## config.mk

```make
export PLATFORM = sky130hd
export DESIGN_NAME = irq_prio_ctrl
export DESIGN_NICKNAME = d
export VERILOG_FILES = /design/src/rtl/irq_prio_pkg.sv /design/src/rtl/irq_vec_search.sv /design/src/rtl/irq_prio_gate.sv /design/src/rtl/irq_prio_ctrl.sv
export SDC_FILE = /design/constraint.sdc
export NUM_CORES = 2
export LEC_CHECK = 0
export BUFFER_PORTS_ARGS = -buffer_cell sky130_fd_sc_hd__buf_2
export CORE_AREA = 8 8 365 367
export CTS_BUF_LIST = sky130_fd_sc_hd__clkbuf_16
export DETAILED_ROUTE_END_ITERATION = 10
export DIE_AREA = 0 0 373 375
export SYNTH_ARGS = -nofsm -noshare
export SYNTH_HDL_FRONTEND = slang
export SYNTH_SLANG_ARGS = --single-unit
export TNS_END_PERCENT = 10
```

## constraint.sdc

```tcl
create_clock -name clk -period 6.64 [get_ports clk]
set_input_delay 0 -clock clk [delete_from_list [all_inputs] [get_ports clk]]
set_output_delay 0 -clock clk [all_outputs]
set_load 0.1 [all_outputs]
```

## src/rtl/irq_prio_pkg.sv

```systemverilog
package irq_prio_pkg;
  localparam int VEC_W   = 8;
  localparam int CLS_W   = 4;
  localparam int NUM_VEC = 1 << VEC_W;

  typedef logic [VEC_W-1:0] vec_t;

  // class of a vector with the sub-class bits zeroed
  function automatic vec_t class_of(vec_t v);
    return {v[VEC_W-1 -: CLS_W], {(VEC_W-CLS_W){1'b0}}};
  endfunction

  // processor priority from threshold and highest in-service vector
  function automatic vec_t proc_prio(vec_t thr, logic isr_any, vec_t isr_hi);
    vec_t iv;
    iv = isr_any ? isr_hi : '0;
    if (thr[VEC_W-1 -: CLS_W] >= iv[VEC_W-1 -: CLS_W]) return thr;
    return class_of(iv);
  endfunction

  function automatic logic may_deliver(logic irr_any, vec_t irr_hi, vec_t prio);
    return irr_any && (class_of(irr_hi) > prio);
  endfunction
endpackage

```

## src/rtl/irq_vec_search.sv

```systemverilog
module irq_vec_search #(
  parameter int NUM_VEC = 256,
  parameter int WORD_W  = 32
) (
  input  logic [NUM_VEC-1:0]         map,
  output logic                       any,
  output logic [$clog2(NUM_VEC)-1:0] hi
);
  localparam int NWORD = NUM_VEC / WORD_W;
  localparam int BIT_W = $clog2(WORD_W);
  localparam int IDX_W = $clog2(NUM_VEC);

  logic [NWORD-1:0]            w_any;
  logic [NWORD-1:0][BIT_W-1:0] w_msb;

  for (genvar g = 0; g < NWORD; g++) begin : g_word
    logic [WORD_W-1:0] wd;
    logic [BIT_W-1:0]  msb;
    assign wd       = map[g*WORD_W +: WORD_W];
    assign w_any[g] = |wd;
    always_comb begin
      msb = '0;
      for (int b = 0; b < WORD_W; b++)
        if (wd[b]) msb = BIT_W'(b);
    end
    assign w_msb[g] = msb;
  end

  // upper words win: later iterations overwrite lower ones
  always_comb begin
    any = |w_any;
    hi  = '0;
    for (int w = 0; w < NWORD; w++)
      if (w_any[w]) hi = (IDX_W'(w) << BIT_W) | IDX_W'(w_msb[w]);
  end
endmodule

```

## src/rtl/irq_prio_gate.sv

```systemverilog
module irq_prio_gate
  import irq_prio_pkg::*;
(
  input  vec_t thr,
  input  logic isr_any,
  input  vec_t isr_hi,
  input  logic irr_any,
  input  vec_t irr_hi,
  output vec_t ppr,
  output logic deliver
);
  assign ppr     = proc_prio(thr, isr_any, isr_hi);
  assign deliver = may_deliver(irr_any, irr_hi, ppr);
endmodule

```

## src/rtl/irq_prio_ctrl.sv

```systemverilog
module irq_prio_ctrl
  import irq_prio_pkg::*;
#(
  parameter int WORD_W = 32
) (
  input  logic        clk,
  input  logic        rst_n,
  input  logic        hw_en,
  input  logic        sw_en,
  input  logic        acc_valid,
  input  logic [7:0]  acc_vec,
  input  logic        acc_level,
  output logic        acc_new,
  input  logic        thr_wr,
  input  logic [31:0] thr_wdata,
  output logic [3:0]  thr_class,
  input  logic        ack,
  input  logic        eoi,
  output logic        dlv_valid,
  output logic [7:0]  dlv_vec,
  output logic [7:0]  ppr,
  output logic        eoi_valid,
  output logic [7:0]  eoi_vec,
  output logic        eoi_level
);
  localparam int NV = NUM_VEC;

  logic [NV-1:0] irr_q, isr_q, tmr_q;
  vec_t          thr_q;
  logic          irr_any, isr_any;
  vec_t          irr_hi, isr_hi;
  logic [23:0]   unused_thr_hi;

  assign unused_thr_hi = thr_wdata[31:8];

  irq_vec_search #(.NUM_VEC(NV), .WORD_W(WORD_W)) u_irr_search (
    .map(irr_q), .any(irr_any), .hi(irr_hi));
  irq_vec_search #(.NUM_VEC(NV), .WORD_W(WORD_W)) u_isr_search (
    .map(isr_q), .any(isr_any), .hi(isr_hi));

  irq_prio_gate u_gate (
    .thr(thr_q), .isr_any(isr_any), .isr_hi(isr_hi),
    .irr_any(irr_any), .irr_hi(irr_hi), .ppr(ppr), .deliver(dlv_valid));

  assign dlv_vec   = irr_hi;
  assign thr_class = thr_q[7:4];

  // named events
  logic          en, ack_fire, eoi_fire, acc_fire;
  logic [NV-1:0] ack_m, eoi_m, acc_m;
  logic [NV-1:0] irr_mid, tmr_mid;
  logic          acc_pend, acc_take;

  assign en       = hw_en & sw_en;
  assign ack_fire = ack & dlv_valid;
  assign eoi_fire = eoi & isr_any;
  assign acc_fire = acc_valid & en;
  assign ack_m    = ack_fire ? (NV'(1) << irr_hi) : '0;
  assign eoi_m    = eoi_fire ? (NV'(1) << isr_hi) : '0;
  assign acc_m    = NV'(1) << acc_vec;

  assign irr_mid  = irr_q & ~ack_m;
  assign tmr_mid  = tmr_q & ~eoi_m;
  assign acc_pend = irr_mid[acc_vec];
  assign acc_take = acc_fire & ~(acc_pend & acc_level);

  always_ff @(posedge clk) begin
    if (!rst_n) begin
      irr_q     <= '0;
      isr_q     <= '0;
      tmr_q     <= '0;
      thr_q     <= '0;
      acc_new   <= 1'b0;
      eoi_valid <= 1'b0;
      eoi_vec   <= '0;
      eoi_level <= 1'b0;
    end else begin
      isr_q <= (isr_q & ~eoi_m) | ack_m;
      irr_q <= acc_take ? (irr_mid | acc_m) : irr_mid;
      if (acc_take)
        tmr_q <= acc_level ? (tmr_mid | acc_m) : (tmr_mid & ~acc_m);
      else
        tmr_q <= tmr_mid;
      if (thr_wr) thr_q <= thr_wdata[7:0];
      acc_new   <= acc_take & ~acc_pend;
      eoi_valid <= eoi_fire;
      eoi_vec   <= isr_hi;
      eoi_level <= tmr_q[isr_hi];
    end
  end

  // offered vector must outrank the processor priority
  p_deliver_class_r3: assert property (@(posedge clk) disable iff (!rst_n)
    dlv_valid |-> ({dlv_vec[7:4], 4'h0} > ppr));

  // priority never drops below the threshold class
  p_ppr_floor_r2: assert property (@(posedge clk) disable iff (!rst_n)
    ppr[7:4] >= thr_q[7:4]);

  p_ack_sets_isr_r4: assert property (@(posedge clk) disable iff (!rst_n)
    ack_fire |=> isr_q[$past(irr_hi)]);

  p_eoi_needs_isr_r6: assert property (@(posedge clk) disable iff (!rst_n)
    eoi_valid |-> $past(isr_any));

  p_disabled_quiet_r9: assert property (@(posedge clk) disable iff (!rst_n)
    acc_new |-> $past(en));

  p_level_dup_drop_r7: assert property (@(posedge clk) disable iff (!rst_n)
    (acc_fire && acc_level && irr_q[acc_vec] && !ack_fire && !eoi_fire)
      |=> (!acc_new && irr_q[$past(acc_vec)]));

  p_legal_vec_r7: assert property (@(posedge clk) disable iff (!rst_n)
    acc_valid |-> (acc_vec >= 8'd16));
endmodule

```

After elaboration in Yosys (flattened, before gate mapping)
Index checks and enable logic that the tools add are counted.
Cells by class
  magnitude comparators: 4
  shifts and indexed selects: 3
  muxes and demuxes: 525
  bitwise operators: 19
  reductions and logical operators: 19
Operators with widths (number)
  two-way mux 5 bit: 286
  two-way mux 256 bit: 5
  bitwise AND 256 bit: 4
  inverter 256 bit: 3
  bitwise OR 256 bit: 3
  left shift 1 x 8 -> 256 bit, first input constant: 3
  OR reduction 256 bit: 2
  OR reduction 32 bit: 16
  two-way mux 4 bit: 112
  two-way mux 3 bit: 56
  two-way mux 8 bit: 11
  two-way mux 2 bit: 28
  two-way mux 7 bit: 4
  two-way mux 1 bit: 19
  less-than comparator 8 x 9 -> 1 bit, second input constant: 2
  binary-select mux 1 bit (select 8 bit): 2
  two-way mux 6 bit: 2
  > comparator 8 bit: 1
  bitwise AND 1 bit: 7
  >= comparator 4 bit: 1
  inverter 1 bit: 2
  logical AND 1 bit: 1
Word-level totals
  register bits after elaboration: 787
  bits of input ports: 49
  output and inout port bits: 32
  logic and storage cells: 578

Logic depth before layout (Yosys ltp)
  depth after elaboration: 55
  gate-level depth with buffers: 32
  depth with buffers taken out: 27

Modules after synthesis
A second synthesis with hierarchy kept.
Unflattened totals
  cell total of the unflattened synthesis: 5459
  area total of the unflattened synthesis: 44109.8 um2
Modules (own cells, without submodules)
  irq_prio_ctrl: times used 1, cells an instance 4337, area an instance 37811.3 um2, sequential area each 15755.1 um2
  irq_vec_search: times used 2, cells an instance 539, area an instance 2997.9 um2, sequential area each 0.0 um2
  irq_prio_gate: times used 1, cells an instance 44, area an instance 302.8 um2, sequential area each 0.0 um2

Least setup slack after synthesis
No wires, ideal clock.
  path type: register -> register
  start point: reg irr_q[169]
  end point: reg tmr_q[19]
  library setup time: 130 ps
  data arrival time: 7049 ps
  required time: 6510 ps
  setup slack: -540 ps
  stages on the path, launching flop included: 21
  buffers on the path: 3
  period minus slack after synthesis: 7180 ps
  path through: dfxtp_1 -> or4_1 -> nand4b_4 -> or2_0 -> clkbuf_1 -> o31ai_1 -> ha_1 -> nand4_1 -> inv_1 -> o211ai_1 -> nand2_1 -> nor3_2 -> nor3b_1 -> o211ai_1 -> a21o_1 -> o221a_2 -> a211o_1 -> a21oi_2 -> buf_4 -> buf_6 -> o221ai_2
On the way
  elaborated cells on any way between the ends: 41
RTL lines
  start, declared: line irq_prio_ctrl.sv:28  | logic [NV-1:0] irr_q, isr_q, tmr_q;
  start signal, assigned: line irq_prio_ctrl.sv:79  | irr_q <= acc_take ? (irr_mid | acc_m) : irr_mid;
  OR reduction 32 bit (*): line irq_vec_search.sv:20  | assign w_any[g] = |wd;
  two-way mux 8 bit (*) (3 in series): line irq_vec_search.sv:34  | if (w_any[w]) hi = (IDX_W'(w) << BIT_W) | IDX_W'(w_msb[w]);
  via dlv_vec[6]: line irq_prio_ctrl.sv:20  | output logic [7:0] dlv_vec,
  > comparator 8 bit: line irq_prio_pkg.sv:22  | return irr_any && (class_of(irr_hi) > prio);
  logical AND 1 bit: line irq_prio_pkg.sv:22
  bitwise AND 1 bit: line irq_prio_ctrl.sv:55  | assign ack_fire = ack & dlv_valid;
  two-way mux 256 bit (*): line irq_prio_ctrl.sv:58  | assign ack_m = ack_fire ? (NV'(1) << irr_hi) : '0;
  inverter 256 bit (*): line irq_prio_ctrl.sv:62  | assign irr_mid = irr_q & ~ack_m;
  bitwise AND 256 bit (*): line irq_prio_ctrl.sv:62
  binary-select mux 1 bit (select 8 bit) (*): line irq_prio_ctrl.sv:64  | assign acc_pend = irr_mid[acc_vec];
  two-way mux 1 bit (implied by the code) (*): line irq_prio_ctrl.sv:64
  bitwise AND 1 bit (*): line irq_prio_ctrl.sv:65  | assign acc_take = acc_fire & ~(acc_pend & acc_level);
  inverter 1 bit (*): line irq_prio_ctrl.sv:65
  bitwise AND 1 bit (*): line irq_prio_ctrl.sv:65
  two-way mux 256 bit (*): line irq_prio_ctrl.sv:80  | if (acc_take)
  end signal, assigned: line irq_prio_ctrl.sv:81  | tmr_q <= acc_level ? (tmr_mid | acc_m) : (tmr_mid & ~acc_m);
  end signal, assigned: line irq_prio_ctrl.sv:83  | tmr_q <= tmr_mid;
  end, declared: line irq_prio_ctrl.sv:28
Mark *: on every way through the listed nets, which the timed path passes. The rest lies on a longest branch. The select of a mux whose other input is x is not followed.
A chain may end at the register's enable or synchronous reset.

Worst setup path in the final report
  start point: reg irr_q[208]
  end point: reg irr_q[61]
On the way
  cells in the longest elaborated chain, start to end: 30
  elaborated cells on any way between the ends: 34
RTL lines
  two-way mux 5 bit (16 in series): line irq_vec_search.sv:24  | if (wd[b]) msb = BIT_W'(b);
  two-way mux 8 bit (2 in series): line irq_vec_search.sv:34
  > comparator 8 bit: line irq_prio_pkg.sv:22
  logical AND 1 bit: line irq_prio_pkg.sv:22
  bitwise AND 1 bit: line irq_prio_ctrl.sv:55
  two-way mux 256 bit: line irq_prio_ctrl.sv:58
  inverter 256 bit: line irq_prio_ctrl.sv:62
  bitwise AND 256 bit (*): line irq_prio_ctrl.sv:62
  binary-select mux 1 bit (select 8 bit): line irq_prio_ctrl.sv:64
  two-way mux 1 bit (implied by the code): line irq_prio_ctrl.sv:64
  bitwise AND 1 bit: line irq_prio_ctrl.sv:65
  inverter 1 bit: line irq_prio_ctrl.sv:65
  bitwise AND 1 bit: line irq_prio_ctrl.sv:65
  two-way mux 256 bit (*): line irq_prio_ctrl.sv:79
Every way passes the cells marked *; elsewhere a longest branch is shown, timed or not. The select of a mux whose other input is x is not followed.

==> impl_metrics.tcl <==
set metrics [dict create \
    drive_above_1_share_pct 24.0 \
    clock-root-buffer "clkbuf_16" \
    grt_usage_pct 39.9 \
    grt_max_degree 188 \
    rows 131 \
    ios 81 \
    synth.top_cell.area_share_pct 35.6 \
    portBuffers 56 \
    grt-ovfl-total 0 \
    status "finished with violations" \
    nets 6660 \
    hold_viol_final 0 \
    synth.net_count 5863 \
    die_w_um 373 \
    utilization_pct 45.4 \
    total_leakage_power_nw 21.6 \
    finalSetupViolCount 209 \
    drtIter0Drc 9692 \
    worstHoldPathCells 5 \
    path_max_fanout 24 \
    clkSinkCount 787 \
    synth_edf_count 0 \
    synthCells 5806 \
    cts_tree "done" \
    critPathMaxStageDelay_ns 0.85 \
    fmax_ghz 0.147 \
    rsz0062_at_grt "yes" \
    clk-insertion-delay-late_ns 0.78 \
    syn2layout_area_growth_pct 30.2 \
    cp-start-kind "flip-flop" \
    yosysTopAreaCell "dfxtp_1" \
    core_um2 127000 \
    syn_avg_cell_area_um2 7.63 \
    yosysUniqueCellTypes 121 \
    reg2reg_slack_ns -0.18 \
    dpl_cell_area_um2 53100 \
    ys.flop_type "dfxtp_1" \
    worst-path-buf-inv 5 \
    htreeDepth 3 \
    ys_ff_latch 787 \
    powerDensity_nw_per_um2 191 \
    violations "capacitance limit, slew limit, setup timing" \
    worst-path-stages 19 \
    slew_violations 1 \
    fin_crit_sh_pct 103 \
    cts_made_buffers 93 \
    synth_area_um2 44300 \
    start_util_pct 34.9 \
    rr_worst_depth 19 \
    grt_pass1_vias 51700 \
    cp.arrival_ns 7.49 \
    die_area_um2 140000 \
    worstPathRequired_ns 7.31 \
    worstMarginPinSlew_ns 1.49 \
    die_y_um 375 \
    antenna_found_initial 29 \
    fin_worst_skew_ns 0.0614 \
    setup_slack_ns -0.180 \
    cp_slowest_cell "a21oi_4" \
    ys_seq_area_share_pct 35.6 \
    routed_via_density 6.68 \
    dp_hpwl_um 222000 \
    fin_area_um2 57700 \
    max_cap_violations 1 \
    via_count 55800 \
    route.detailed.drc 0 \
    ys_warn_count 0 \
    crit_family "compound AO/OA/AOI/OAI gates" \
    clkTransAtPathRegs_ns 0.06 \
    drtPass1Iterations 6 \
    grt_pass1_wl_um 403000 \
    worstSetupEndpointType "flip-flop" \
    antenna_left 0 \
    power_mw 11.0 \
    crit_chain "nor4_2, nand4_1, or2_1, o2111ai_1, nand4_1, a41oi_4, o21ai_2, a21oi_4, nand3_1, a21o_1, a211o_1, buf_6, a211oi_2, buf_4, o211ai_1, buf_4, buf_6, buf_6, o21ai_1" \
    finalCriticalPeriod_ns 6.82 \
    crit_type "flip-flop to flip-flop" \
    gp_congestion 1.08 \
    hold_class "input port to flip-flop" \
    cp_common_cell "buf_6" \
    clockBufferDepth 3 \
    ir_worst_vdd_uv 205 \
    wirelength_um 296000 \
    synth.area.top_cells "dfxtp_1, nand2_1, o21ai_0" \
    async_flop_share_pct 0 \
    wl_per_cell_um 35.5 \
    relSlewSlack_pct -0.207 \
]
worst reg2reg max path: stages (launching register included):
cell	delay, ns
dfxtp_1	0.46
nor4_2	0.79
nand4_1	0.52
or2_1	0.55
o2111ai_1	0.44
nand4_1	0.43
a41oi_4	0.48
o21ai_2	0.29
a21oi_4	0.85
nand3_1	0.15
a21o_1	0.23
a211o_1	0.33
buf_6	0.14
a211oi_2	0.26
buf_4	0.17
o211ai_1	0.07
buf_4	0.21
buf_6	0.12
buf_6	0.13
o21ai_1	0.10
sequential cells by signal, indices dropped and copies added (netlist names):
register   count
irr_q        256
isr_q        256
tmr_q        256
eoi_vec        8
thr_q          8
acc_new        1
eoi_level      1
eoi_valid      1
cell type report:
class | instances | area (µm²)
diodes | 13 | 32.5
clock buffers | 93 | 2330
clock inverters | 77 | 674
fillers | 12800 | 69400
inverters | 122 | 468
multi-input cells | 4502 | 27400
flip-flops and latches | 787 | 15800
well taps | 1662 | 2080
repair buffers | 1097 | 8950
final timing paths:
| kind | startpoint | endpoint |
|---|---|---|
| worst max-delay path | irr_q[208] | irr_q[61] |
| worst min-delay path | acc_vec[4] | tmr_q[91] |
| worst max register to register | irr_q[208] | irr_q[61] |
| worst min register to register | isr_q[0] | isr_q[0] |
where the power goes:
part           leakage, nW  internal (mW)  switching (mW)
registers             6.34           4.73          0.0107
clock network         1.49           2.78            2.42
logic                 13.8          0.286           0.810
total                 21.6           7.80            3.24
placed cells by master, fill, tap and decap left out, types with 37 or more instances in the layout:
| cell | n |
|---|---|
| buf_4 | 946 |
| nand2_1 | 816 |
| dfxtp_1 | 785 |
| nor2_1 | 498 |
| o21ai_0 | 473 |
| a21oi_1 | 441 |
| nand3_1 | 378 |
| inv_1 | 133 |
| o21ai_1 | 133 |
| nor4_1 | 122 |
| mux2i_1 | 121 |
| o211ai_1 | 112 |
| nor3_1 | 106 |
| a22oi_1 | 97 |
| clkbuf_16 | 96 |
| o221ai_1 | 78 |
| nand4_1 | 72 |
| nand3_2 | 60 |
| a31oi_1 | 54 |
| buf_2 | 53 |
| buf_12 | 49 |
| or3_1 | 47 |
| nand2b_1 | 41 |
| mux4_2 | 40 |
| or4_1 | 37 |
| nor2_2 | 37 |
cell families (layout without fill, tap and decap cells):
group	Yosys count	after routing	share of synthesized area (%)
other	0	13	0
AO/OA/AOI/OAI	1875	1875	27.1
flip-flops	787	787	35.6
adder cells (fa/ha/maj)	8	8	0.226
XOR/XNOR	1	1	0.0198
buffers and inverters	517	1389	5.10
AND/OR/NAND/NOR	2441	2441	26.8
multiplexers	177	177	5.17
cells in the mapped netlist, drive strengths merged (20+ instances only):
cell type / n
a211oi: 36
a21oi: 463
a22oi: 98
a31o: 23
a31oi: 57
a32oi: 32
and2: 26
and3: 24
buf: 125
clkbuf: 270
dfxtp: 787
inv: 121
mux2i: 121
mux4: 40
nand2: 828
nand2b: 43
nand3: 449
nand4: 75
nor2: 538
nor2b: 32
nor3: 134
nor4: 157
o211ai: 117
o21a: 20
o21ai: 633
o221ai: 85
o22ai: 22
o311ai: 27
o31ai: 47
or3: 47
or4: 43
timing repair:
action,4_1_cts,5_1_grt
resized for setup,54,142
hold endpoints to repair,153,0
pin swaps,23,64
setup buffers,9,26
hold buffers,24,0
gates cloned,4,2
setup endpoints to repair,513,513
routing by layer:
metal	vias to the layer above	track usage, %	part of all wire [%]
li1	23300	-	-
met2	4569	57.3	40
met5	-	0.0686	0.038
met1	26700	48.2	36
met3	1203	13.6	14
met4	16	32.2	10
per-stage QoR:
step / worst slack [ns] / instances / hold slack (ns) / TNS [ns]
2_1_floorplan: 0.0249 / 5806 / 0.147 / 0
3_5_place_dp: -0.723 / 8109 / 0.242 / -288.02
6_report: -0.180 / 8353 / 0.150 / -17.04
5_1_grt: -0.198 / 8343 / 0.176 / -21.82
4_1_cts: -0.00879 / 8315 / 0.0794 / -0.0285
3_3_place_gp: -0.805 / 8109 / 0.233 / -329.39
No activity file was read; power rests on OpenSTA's default activity.
